### config.mk
export PLATFORM = sky130hd
export DESIGN_NAME = fuzzy_tff
export DESIGN_NICKNAME = d
export VERILOG_FILES = /design/src/rtl/fzt_pkg.sv /design/src/rtl/fzt_rst_sync.sv /design/src/rtl/fzt_clamp.sv /design/src/rtl/fzt_gate_net.sv /design/src/rtl/fzt_state_reg.sv /design/src/rtl/fuzzy_tff.sv
export SDC_FILE = /design/constraint.sdc
export NUM_CORES = 1
export LEC_CHECK = 0
export BUFFER_PORTS_ARGS = -buffer_cell sky130_fd_sc_hd__clkbuf_2
export CAP_MARGIN = 20
export CELL_PAD_IN_SITES_DETAIL_PLACEMENT = 0
export CELL_PAD_IN_SITES_GLOBAL_PLACEMENT = 1
export CORE_UTILIZATION = 39
export DETAILED_ROUTE_END_ITERATION = 10
export PLACE_DENSITY_LB_ADDON = 0.1
export SLEW_MARGIN = 10
export SYNTH_ARGS = -nofsm -noshare
export SYNTH_HDL_FRONTEND = slang
export SYNTH_SLANG_ARGS = --single-unit
### constraint.sdc
create_clock -name clk -period 18.89 [get_ports clk]
set_input_delay 2.8335 -clock clk [delete_from_list [all_inputs] [get_ports clk]]
set_output_delay 2.8335 -clock clk [all_outputs]
set_load 0.02 [all_outputs]
### src/rtl/fzt_pkg.sv
package fzt_pkg;

  typedef enum logic {
    FORM_SOP = 1'b0,
    FORM_POS = 1'b1
  } fzt_form_e;

  typedef enum logic [1:0] {
    UPD_HOLD = 2'd0,
    UPD_CLR  = 2'd1,
    UPD_LOAD = 2'd2,
    UPD_TGL  = 2'd3
  } fzt_upd_e;

endpackage

### src/rtl/fzt_rst_sync.sv
module fzt_rst_sync (
  input  logic clk,
  input  logic rst_n_async,
  output logic rst_n_sync
);

  logic stage1_q;
  logic stage2_q;

  always_ff @(posedge clk or negedge rst_n_async) begin
    if (!rst_n_async) begin
      stage1_q <= 1'b0;
      stage2_q <= 1'b0;
    end else begin
      stage1_q <= 1'b1;
      stage2_q <= stage1_q;
    end
  end

  assign rst_n_sync = stage2_q;

endmodule

### src/rtl/fzt_clamp.sv
module fzt_clamp #(
  parameter int WIDTH = 8,
  parameter int FULL  = 200
) (
  input  logic [WIDTH-1:0] code_in,
  output logic [WIDTH-1:0] code_out
);

  localparam logic [WIDTH-1:0] FULL_C = FULL[WIDTH-1:0];

  always_comb begin
    if (code_in > FULL_C) code_out = FULL_C;
    else                  code_out = code_in;
  end

endmodule

### src/rtl/fzt_gate_net.sv
module fzt_gate_net
  import fzt_pkg::*;
#(
  parameter int WIDTH = 8,
  parameter int FULL  = 200
) (
  input  logic             clk,
  input  logic             rst_n,
  input  fzt_form_e        form,
  input  logic [WIDTH-1:0] t_in,
  input  logic [WIDTH-1:0] q_in,
  output logic [WIDTH-1:0] q_nxt
);

  localparam int NFORMS = 2;
  localparam logic [WIDTH-1:0] FULL_C = FULL[WIDTH-1:0];

  function automatic logic [WIDTH-1:0] f_min(input logic [WIDTH-1:0] a,
                                             input logic [WIDTH-1:0] b);
    return (a < b) ? a : b;
  endfunction

  function automatic logic [WIDTH-1:0] f_max(input logic [WIDTH-1:0] a,
                                             input logic [WIDTH-1:0] b);
    return (a > b) ? a : b;
  endfunction

  logic [WIDTH-1:0] t_neg;
  logic [WIDTH-1:0] q_neg;
  logic [WIDTH-1:0] cand [NFORMS];

  // complement against full scale; inputs are already saturated
  assign t_neg = FULL_C - t_in;
  assign q_neg = FULL_C - q_in;

  for (genvar f = 0; f < NFORMS; f++) begin : g_form
    if (f == 0) begin : g_sop
      logic [WIDTH-1:0] keep_term;
      logic [WIDTH-1:0] flip_term;
      always_comb begin
        keep_term = f_min(t_neg, q_in);
        flip_term = f_min(t_in, q_neg);
        cand[f]   = f_max(keep_term, flip_term);
      end
    end else begin : g_pos
      logic [WIDTH-1:0] up_term;
      logic [WIDTH-1:0] dn_term;
      always_comb begin
        up_term = f_max(t_in, q_in);
        dn_term = f_max(t_neg, q_neg);
        cand[f] = f_min(up_term, dn_term);
      end
    end
  end

  always_comb begin
    unique case (form)
      FORM_SOP: q_nxt = cand[0];
      FORM_POS: q_nxt = cand[1];
      default:  q_nxt = cand[0];
    endcase
  end

  p_range_r4: assert property (@(posedge clk) disable iff (!rst_n)
    q_nxt <= FULL_C);
  p_zero_hold_r5: assert property (@(posedge clk) disable iff (!rst_n)
    (t_in == '0) |-> (q_nxt == q_in));
  p_full_flip_r5: assert property (@(posedge clk) disable iff (!rst_n)
    (t_in == FULL_C) |-> (q_nxt == FULL_C - q_in));
  p_forms_agree_r5: assert property (@(posedge clk) disable iff (!rst_n)
    ((t_in == '0) || (t_in == FULL_C)) |-> (cand[0] == cand[1]));

endmodule

### src/rtl/fzt_state_reg.sv
module fzt_state_reg
  import fzt_pkg::*;
#(
  parameter int WIDTH = 8
) (
  input  logic             clk,
  input  logic             rst_n,
  input  logic             clr,
  input  logic             en,
  input  logic             load,
  input  logic [WIDTH-1:0] preset_val,
  input  logic [WIDTH-1:0] tgl_next,
  output logic [WIDTH-1:0] q
);

  fzt_upd_e         upd;
  logic [WIDTH-1:0] q_d;
  logic [WIDTH-1:0] q_r;

  always_comb begin
    if (clr)       upd = UPD_CLR;
    else if (!en)  upd = UPD_HOLD;
    else if (load) upd = UPD_LOAD;
    else           upd = UPD_TGL;
  end

  always_comb begin
    unique case (upd)
      UPD_CLR:  q_d = '0;
      UPD_LOAD: q_d = preset_val;
      UPD_TGL:  q_d = tgl_next;
      default:  q_d = q_r;
    endcase
  end

  always_ff @(posedge clk or negedge rst_n) begin
    if (!rst_n) q_r <= '0;
    else        q_r <= q_d;
  end

  assign q = q_r;

  p_clear_r7: assert property (@(posedge clk) disable iff (!rst_n)
    clr |=> (q == '0));
  p_hold_r6: assert property (@(posedge clk) disable iff (!rst_n)
    (!en && !clr) |=> $stable(q));
  p_load_r8: assert property (@(posedge clk) disable iff (!rst_n)
    (en && load && !clr) |=> (q == $past(preset_val)));
  p_toggle_r2: assert property (@(posedge clk) disable iff (!rst_n)
    (en && !load && !clr) |=> (q == $past(tgl_next)));

endmodule

### src/rtl/fuzzy_tff.sv
module fuzzy_tff
  import fzt_pkg::*;
#(
  parameter int WIDTH = 8,
  parameter int FULL  = 200
) (
  input  logic             clk,
  input  logic             rst_n,
  input  logic             clr,
  input  logic             en,
  input  logic             form_sel,
  input  logic             load,
  input  logic [WIDTH-1:0] preset,
  input  logic [WIDTH-1:0] tgl,
  output logic [WIDTH-1:0] q,
  output logic [WIDTH-1:0] q_next
);

  logic             rst_n_s;
  logic [WIDTH-1:0] tgl_c;
  logic [WIDTH-1:0] preset_c;
  fzt_form_e        form;

  assign form = fzt_form_e'(form_sel);

  fzt_rst_sync u_rst (
    .clk         (clk),
    .rst_n_async (rst_n),
    .rst_n_sync  (rst_n_s)
  );

  fzt_clamp #(.WIDTH(WIDTH), .FULL(FULL)) u_clamp_t (
    .code_in  (tgl),
    .code_out (tgl_c)
  );

  fzt_clamp #(.WIDTH(WIDTH), .FULL(FULL)) u_clamp_p (
    .code_in  (preset),
    .code_out (preset_c)
  );

  fzt_gate_net #(.WIDTH(WIDTH), .FULL(FULL)) u_gates (
    .clk   (clk),
    .rst_n (rst_n_s),
    .form  (form),
    .t_in  (tgl_c),
    .q_in  (q),
    .q_nxt (q_next)
  );

  fzt_state_reg #(.WIDTH(WIDTH)) u_state (
    .clk        (clk),
    .rst_n      (rst_n_s),
    .clr        (clr),
    .en         (en),
    .load       (load),
    .preset_val (preset_c),
    .tgl_next   (q_next),
    .q          (q)
  );

endmodule

# Word-level counts from Yosys, hierarchy flattened
# Cells that the tools add are included.
# Widths: inputs -> output; s select.
# classes
add_sub_neg	2
magnitude_cmp	8
eq_ne	3
n_mux	13
bitwise_logic	1
reduce_logical	1
# op_table
op	count
$mux 8	8
$gt 8x8->1	3
$lt 8x8->1	3
$pmux 8 s3	1
$gt 8x8->1 const B	2
$pmux 8 s2	1
$sub 8x8->8 const A	2
$eq 2x2->1 const B	2
$mux 2	2
$reduce_bool 3->1	1
$eq 2x1->1 const B	1
$mux 1	1
$not 1->1	1
# word_totals
ff_bits	10
input_bits	22
out_inout_bits	16
wordCells	31

# Longest topological paths before layout
# logic_depth
depth_word	9
depth_mapped	27
mapped_depth_nobuf	25

# By module
# A second synthesis with hierarchy kept.
# unflattened
hier_cells	334
area_unflattened_um2	2595.0
# modules_own_cells
module	instances	cells_each	area_each_um2	seq_area_each_um2
fzt_gate_net	1	273	1989.4	0.0
fzt_state_reg	1	36	409.1	200.2
fzt_clamp	2	11	71.3	0.0
fzt_rst_sync	1	3	53.8	50.0

# Worst setup path after synthesis
# No wires, ideal clock.
# synth_timing
path_kind	input port to output port
from	in tgl[6]
to	out q_next[4]
arrival_time_ns	7.544
t_required_ns	16.056
path_slack_ns	8.513
cell_stages	24
n_path_buf	2
cell_sequence	buf_2 o311ai_4 nand2_1 ha_1 inv_1 o21ai_0 nand2_1 o21ai_0 ha_1 o21ai_0 nor2_1 o31ai_1 clkbuf_1 mux2_2 ha_1 and4_1 o21ai_0 o211ai_1 and3_1 o41ai_2 o21ai_4 mux2_2 mux2i_1 inv_1
# synth_between
elab_chain_cells	8
elab_cells_between_ends	16
cone_classes	add/sub: 1; order compare: 7; mux: 8
# synth_rtl
element	line	rtl
from (decl)	fuzzy_tff.sv:14	input logic [WIDTH-1:0] tgl,
$gt 8x8->1	fzt_clamp.sv:12	if (code_in > FULL_C) code_out = FULL_C;
$mux 8 *	fzt_clamp.sv:12	
$sub 8x8->8	fzt_gate_net.sv:33	assign t_neg = FULL_C - t_in;
$gt 8x8->1 or $lt 8x8->1 (tied branches)	fzt_gate_net.sv:25, fzt_gate_net.sv:20	
$mux 8, on equally long branches	fzt_gate_net.sv:25, fzt_gate_net.sv:20	
$lt 8x8->1 or $gt 8x8->1 (tied branches)	fzt_gate_net.sv:20, fzt_gate_net.sv:25	
$mux 8, on equally long branches	fzt_gate_net.sv:20, fzt_gate_net.sv:25	
$pmux 8 s2 *	fzt_gate_net.sv:57	unique case (form)
to (decl)	fuzzy_tff.sv:16	output logic [WIDTH-1:0] q_next
# Mark *: on every way between the ends. The rest lies on a longest branch, timed or not.

# Worst setup path after layout
# layout_timing
from	in tgl[3]
to	out q_next[7]
# Same word-level chain as after synthesis.

==> flow_summary_export.csv <==
group,metric,value,unit
status,status,"finished clean",
global_route,grt_antenna_before_repair,0,
layout,layout-drive-gt1-share,19.2,%
worst_setup_path,cp_max_fo,11,
worst_setup_path,crit_top_cell,"ha_1",
floorplanning,io_pins,38,
run,maxCapViolCount,0,
logic_synthesis,syn_area,2540,um^2
worst_setup_path,worstPathCellList,"clkbuf_2 > o311ai_4 > nand2_1 > ha_1 > inv_1 > o21ai_0 > xnor2_1 > ha_1 > or3_1 > nor2_1 > nor2_1 > a21bo_2 > nand2_1 > mux2i_1 > inv_1 > ha_1 > and3_1 > a221oi_1 > o21ai_0 > a31oi_1 > buf_4 > mux2_2 > o221ai_1 > clkbuf_2",
floorplanning,die_area,6850,um^2
worst_setup_path,crit_buf_inv,5,
placement,place_ws,7.72,ns
floorplanning,coreArea,6310,um^2
clock_network,cts_num_sinks,10,
worst_setup_path,critPathSlowestCell,"a31oi_1",
placement,place_congestion,0.867,
worst_setup_path,worst-r2r-cell-count,19,
sta,setup_ws,7.58,ns
logic_synthesis,async_flop_share,100,%
worst_setup_path,max_stage_delay,0.46,ns
logic_synthesis,netlist_top_cells_area,"ha_1 22%, dfrtp_1 9.8%, mux2i_1 7.9%, a21oi_1 5.1%, inv_1 4.6%",
worst_setup_path,r2r_setup_slack,13.50,ns
logic_synthesis,yosysSeqAreaShare,9.84,%
clock_network,cts_tree,"yes",
global_route,grt_max_degree,15,
clock_network,htreeDepth,1,
floorplanning,die_w,82.8,um
detailed_routing,via_per_inst,5.87,
worst_setup_path,cp_data_required_time,16.06,ns
clock_network,clk_pin_slew,0.06,ns
min_path,hold_class,"register to asynchronous set/reset pin",
detailed_routing,ant_nets,0,
logic_synthesis,ys_types,57,
sta,setup-tns-final,0,ns
detailed_routing,drt_first_pass_iters,5,
clock_network,cts_max_path_buffers,2,
sta,finalHoldViolCount,0,
layout,syn_to_final_growth,12.3,%
logic_synthesis,ys.warnings.count,0,
sta,slew-limit-headroom,59.9,%
global_route,use_met3,2.20,%
detailed_routing,vias,2593,
layout,mostFrequentLayoutCell,"ha_1",
placement,hpwl,6650,um
clock_network,cts_buffers,3,
logic_synthesis,synth_edf_count,0,
global_route,met1_usage,37.4,%
power,power_leakage,0.00145,uW
global_route,track_usage,24.4,%
sta,post-route-period-util,59.9,%
sta,period_minus_slack,11.31,ns
worst_setup_path,rr_endpoint,"u_state.q[7]$_DFFE_PN0P_",
power,p_per_area,169,nW/um^2
floorplanning,dieHeight,82.8,um
layout,final_cell_mix,"44 x ha_1, 37 x clkbuf_2, 31 x inv_1",
sta,setup_viol_count_final,0,
logic_synthesis,syn_nets,399,
global_route,grt_pass1_vias,2307,
logic_synthesis,avgSynthCellArea,7.64,um^2
detailed_routing,drc_errors,0,
global_route,globalRoute.totalOverflow,0,
power,ir_worst_vdd,0.135,mV
clock_network,cts_hold_buf,0,
logic_synthesis,yosysTopAreaCell,"ha_1",
sta,finalMaxSlewViolations,0,
layout,final_util,45.2,%
detailed_routing,initialDrtViolationCount,182,
detailed_routing,wl,8040,um
clock_network,worstSkewPairLatency,0.25,ns
global_route,met2_usage,37.6,%
detailed_routing,drt-wirelength-per-cell,18.2,um
layout,n_antenna_cell,0,
sta,fmax,88.4,MHz
global_route,grt_first_pass_wirelength,12400,um
sta,rsz0062_at_grt,"false",
clock_network,cts-root-buf,"clkbuf_8",
worst_setup_path,cp-end-kind,"output pin",
clock_network,post-cts-setup-buffers,0,
clock_network,cts_resized,0,
worst_setup_path,cp.arrival,8.47,ns
worst_setup_path,crit_type,"input pin to output pin",
worst_setup_path,cp-start-kind,"input pin",
floorplanning,initial_utilization,40.3,%
placement,port_buffers,37,
sta,worst_slew_pin_slew,0.595,ns
worst_setup_path,cp_top_family,"compound AO/OA/AOI/OAI gates",
sta,final.setup_skew,0.00788,ns
logic_synthesis,synth_top_area_share,21.6,%
logic_synthesis,synth_ff_type,"dfrtp_1",
worst_setup_path,r2r-start,"u_state.q[0]$_DFFE_PN0P_",
floorplanning,fp-row-count,29,
sta,hold-worst-slack,0.141,ns
logic_synthesis,syn_inst,333,
layout,nets,432,
logic_synthesis,ys_seq_elements,10,
global_route,top_usage_layer,"met2",
worst max-delay path by stage:
stage,startpoint,to,slack [ns],cells past startpoint
3_3_place_gp,tgl[3],q_next[7],7.50,23
3_5_place_dp,tgl[6],q_next[7],7.72,24
2_1_floorplan,tgl[6],q_next[4],8.51,24
4_1_cts,tgl[6],q_next[7],7.68,24
6_report,tgl[3],q_next[7],7.58,24
5_1_grt,tgl[3],q_next[7],7.14,24
registers in the layout, indices dropped and copies added (netlist names):
register	flops
u_rst.stage1_q	1
u_rst.rst_n_sync	1
u_state.q	8
area by class of cell:
| class | instances | area (um^2) |
|---|---|---|
| Clock buffer | 4 | 55.1 |
| Fill cell | 687 | 3460 |
| Inverter | 33 | 124 |
| Multi-Input combinational cell | 279 | 2130 |
| Sequential cell | 10 | 250 |
| Tap cell | 77 | 96.3 |
| Timing Repair Buffer | 39 | 200 |
metrics by stage:
stage | total power (uW) | instance area, um^2 | std cells
2_1_floorplan | 336 | 2540 | 333
3_3_place_gp | 450 | 2790 | 437
3_5_place_dp | 449 | 2800 | 438
4_1_cts | 480 | 2860 | 442
5_1_grt | 535 | 2860 | 442
6_report | 483 | 2860 | 442
metal layers:
metal | vias to the layer above | wire length (um)
met5 | - | 0
li1 | 1311 | -
met4 | 0 | 38
met2 | 64 | 3550
met3 | 2 | 357
met1 | 1216 | 4090
cells by family after synthesis:
kind of cell | count (synthesis) | synth area share [%]
mux | 29 | 11.9
compound gates | 106 | 29.3
flops | 10 | 9.84
other cells | 1 | 0.147
simple gates | 91 | 17.9
buf+inv | 44 | 6.59
xor+xnor | 8 | 2.75
fa+ha+maj | 44 | 21.6
cells in the mapped netlist, types with 2 or more instances:
cell type	instances
ha_1	44
inv_1	31
nand2_1	29
a21oi_1	26
nor2_1	23
o21ai_0	21
mux2i_1	20
dfrtp_1	10
clkbuf_1	9
mux2_2	9
a21o_1	8
xnor2_1	8
o211ai_1	7
nor3_1	6
a31oi_1	5
and3_1	5
nand4_1	5
a211oi_1	4
o21a_1	4
or2_2	4
a22o_1	3
a22oi_1	3
nor2b_1	3
o31a_1	3
o31ai_1	3
a21bo_2	2
a21boi_0	2
and4_1	2
buf_2	2
inv_2	2
nand2b_1	2
o311ai_0	2
or3_1	2
where the power goes:
part           leakage, uW  switching, uW  total, uW  internal, uW
logic              0.00129            254        420           166
registers         0.000130           9.25       34.6          25.4
clock network    0.0000288           9.82       28.2          18.4
No activity file was read; power rests on OpenSTA's default activity.
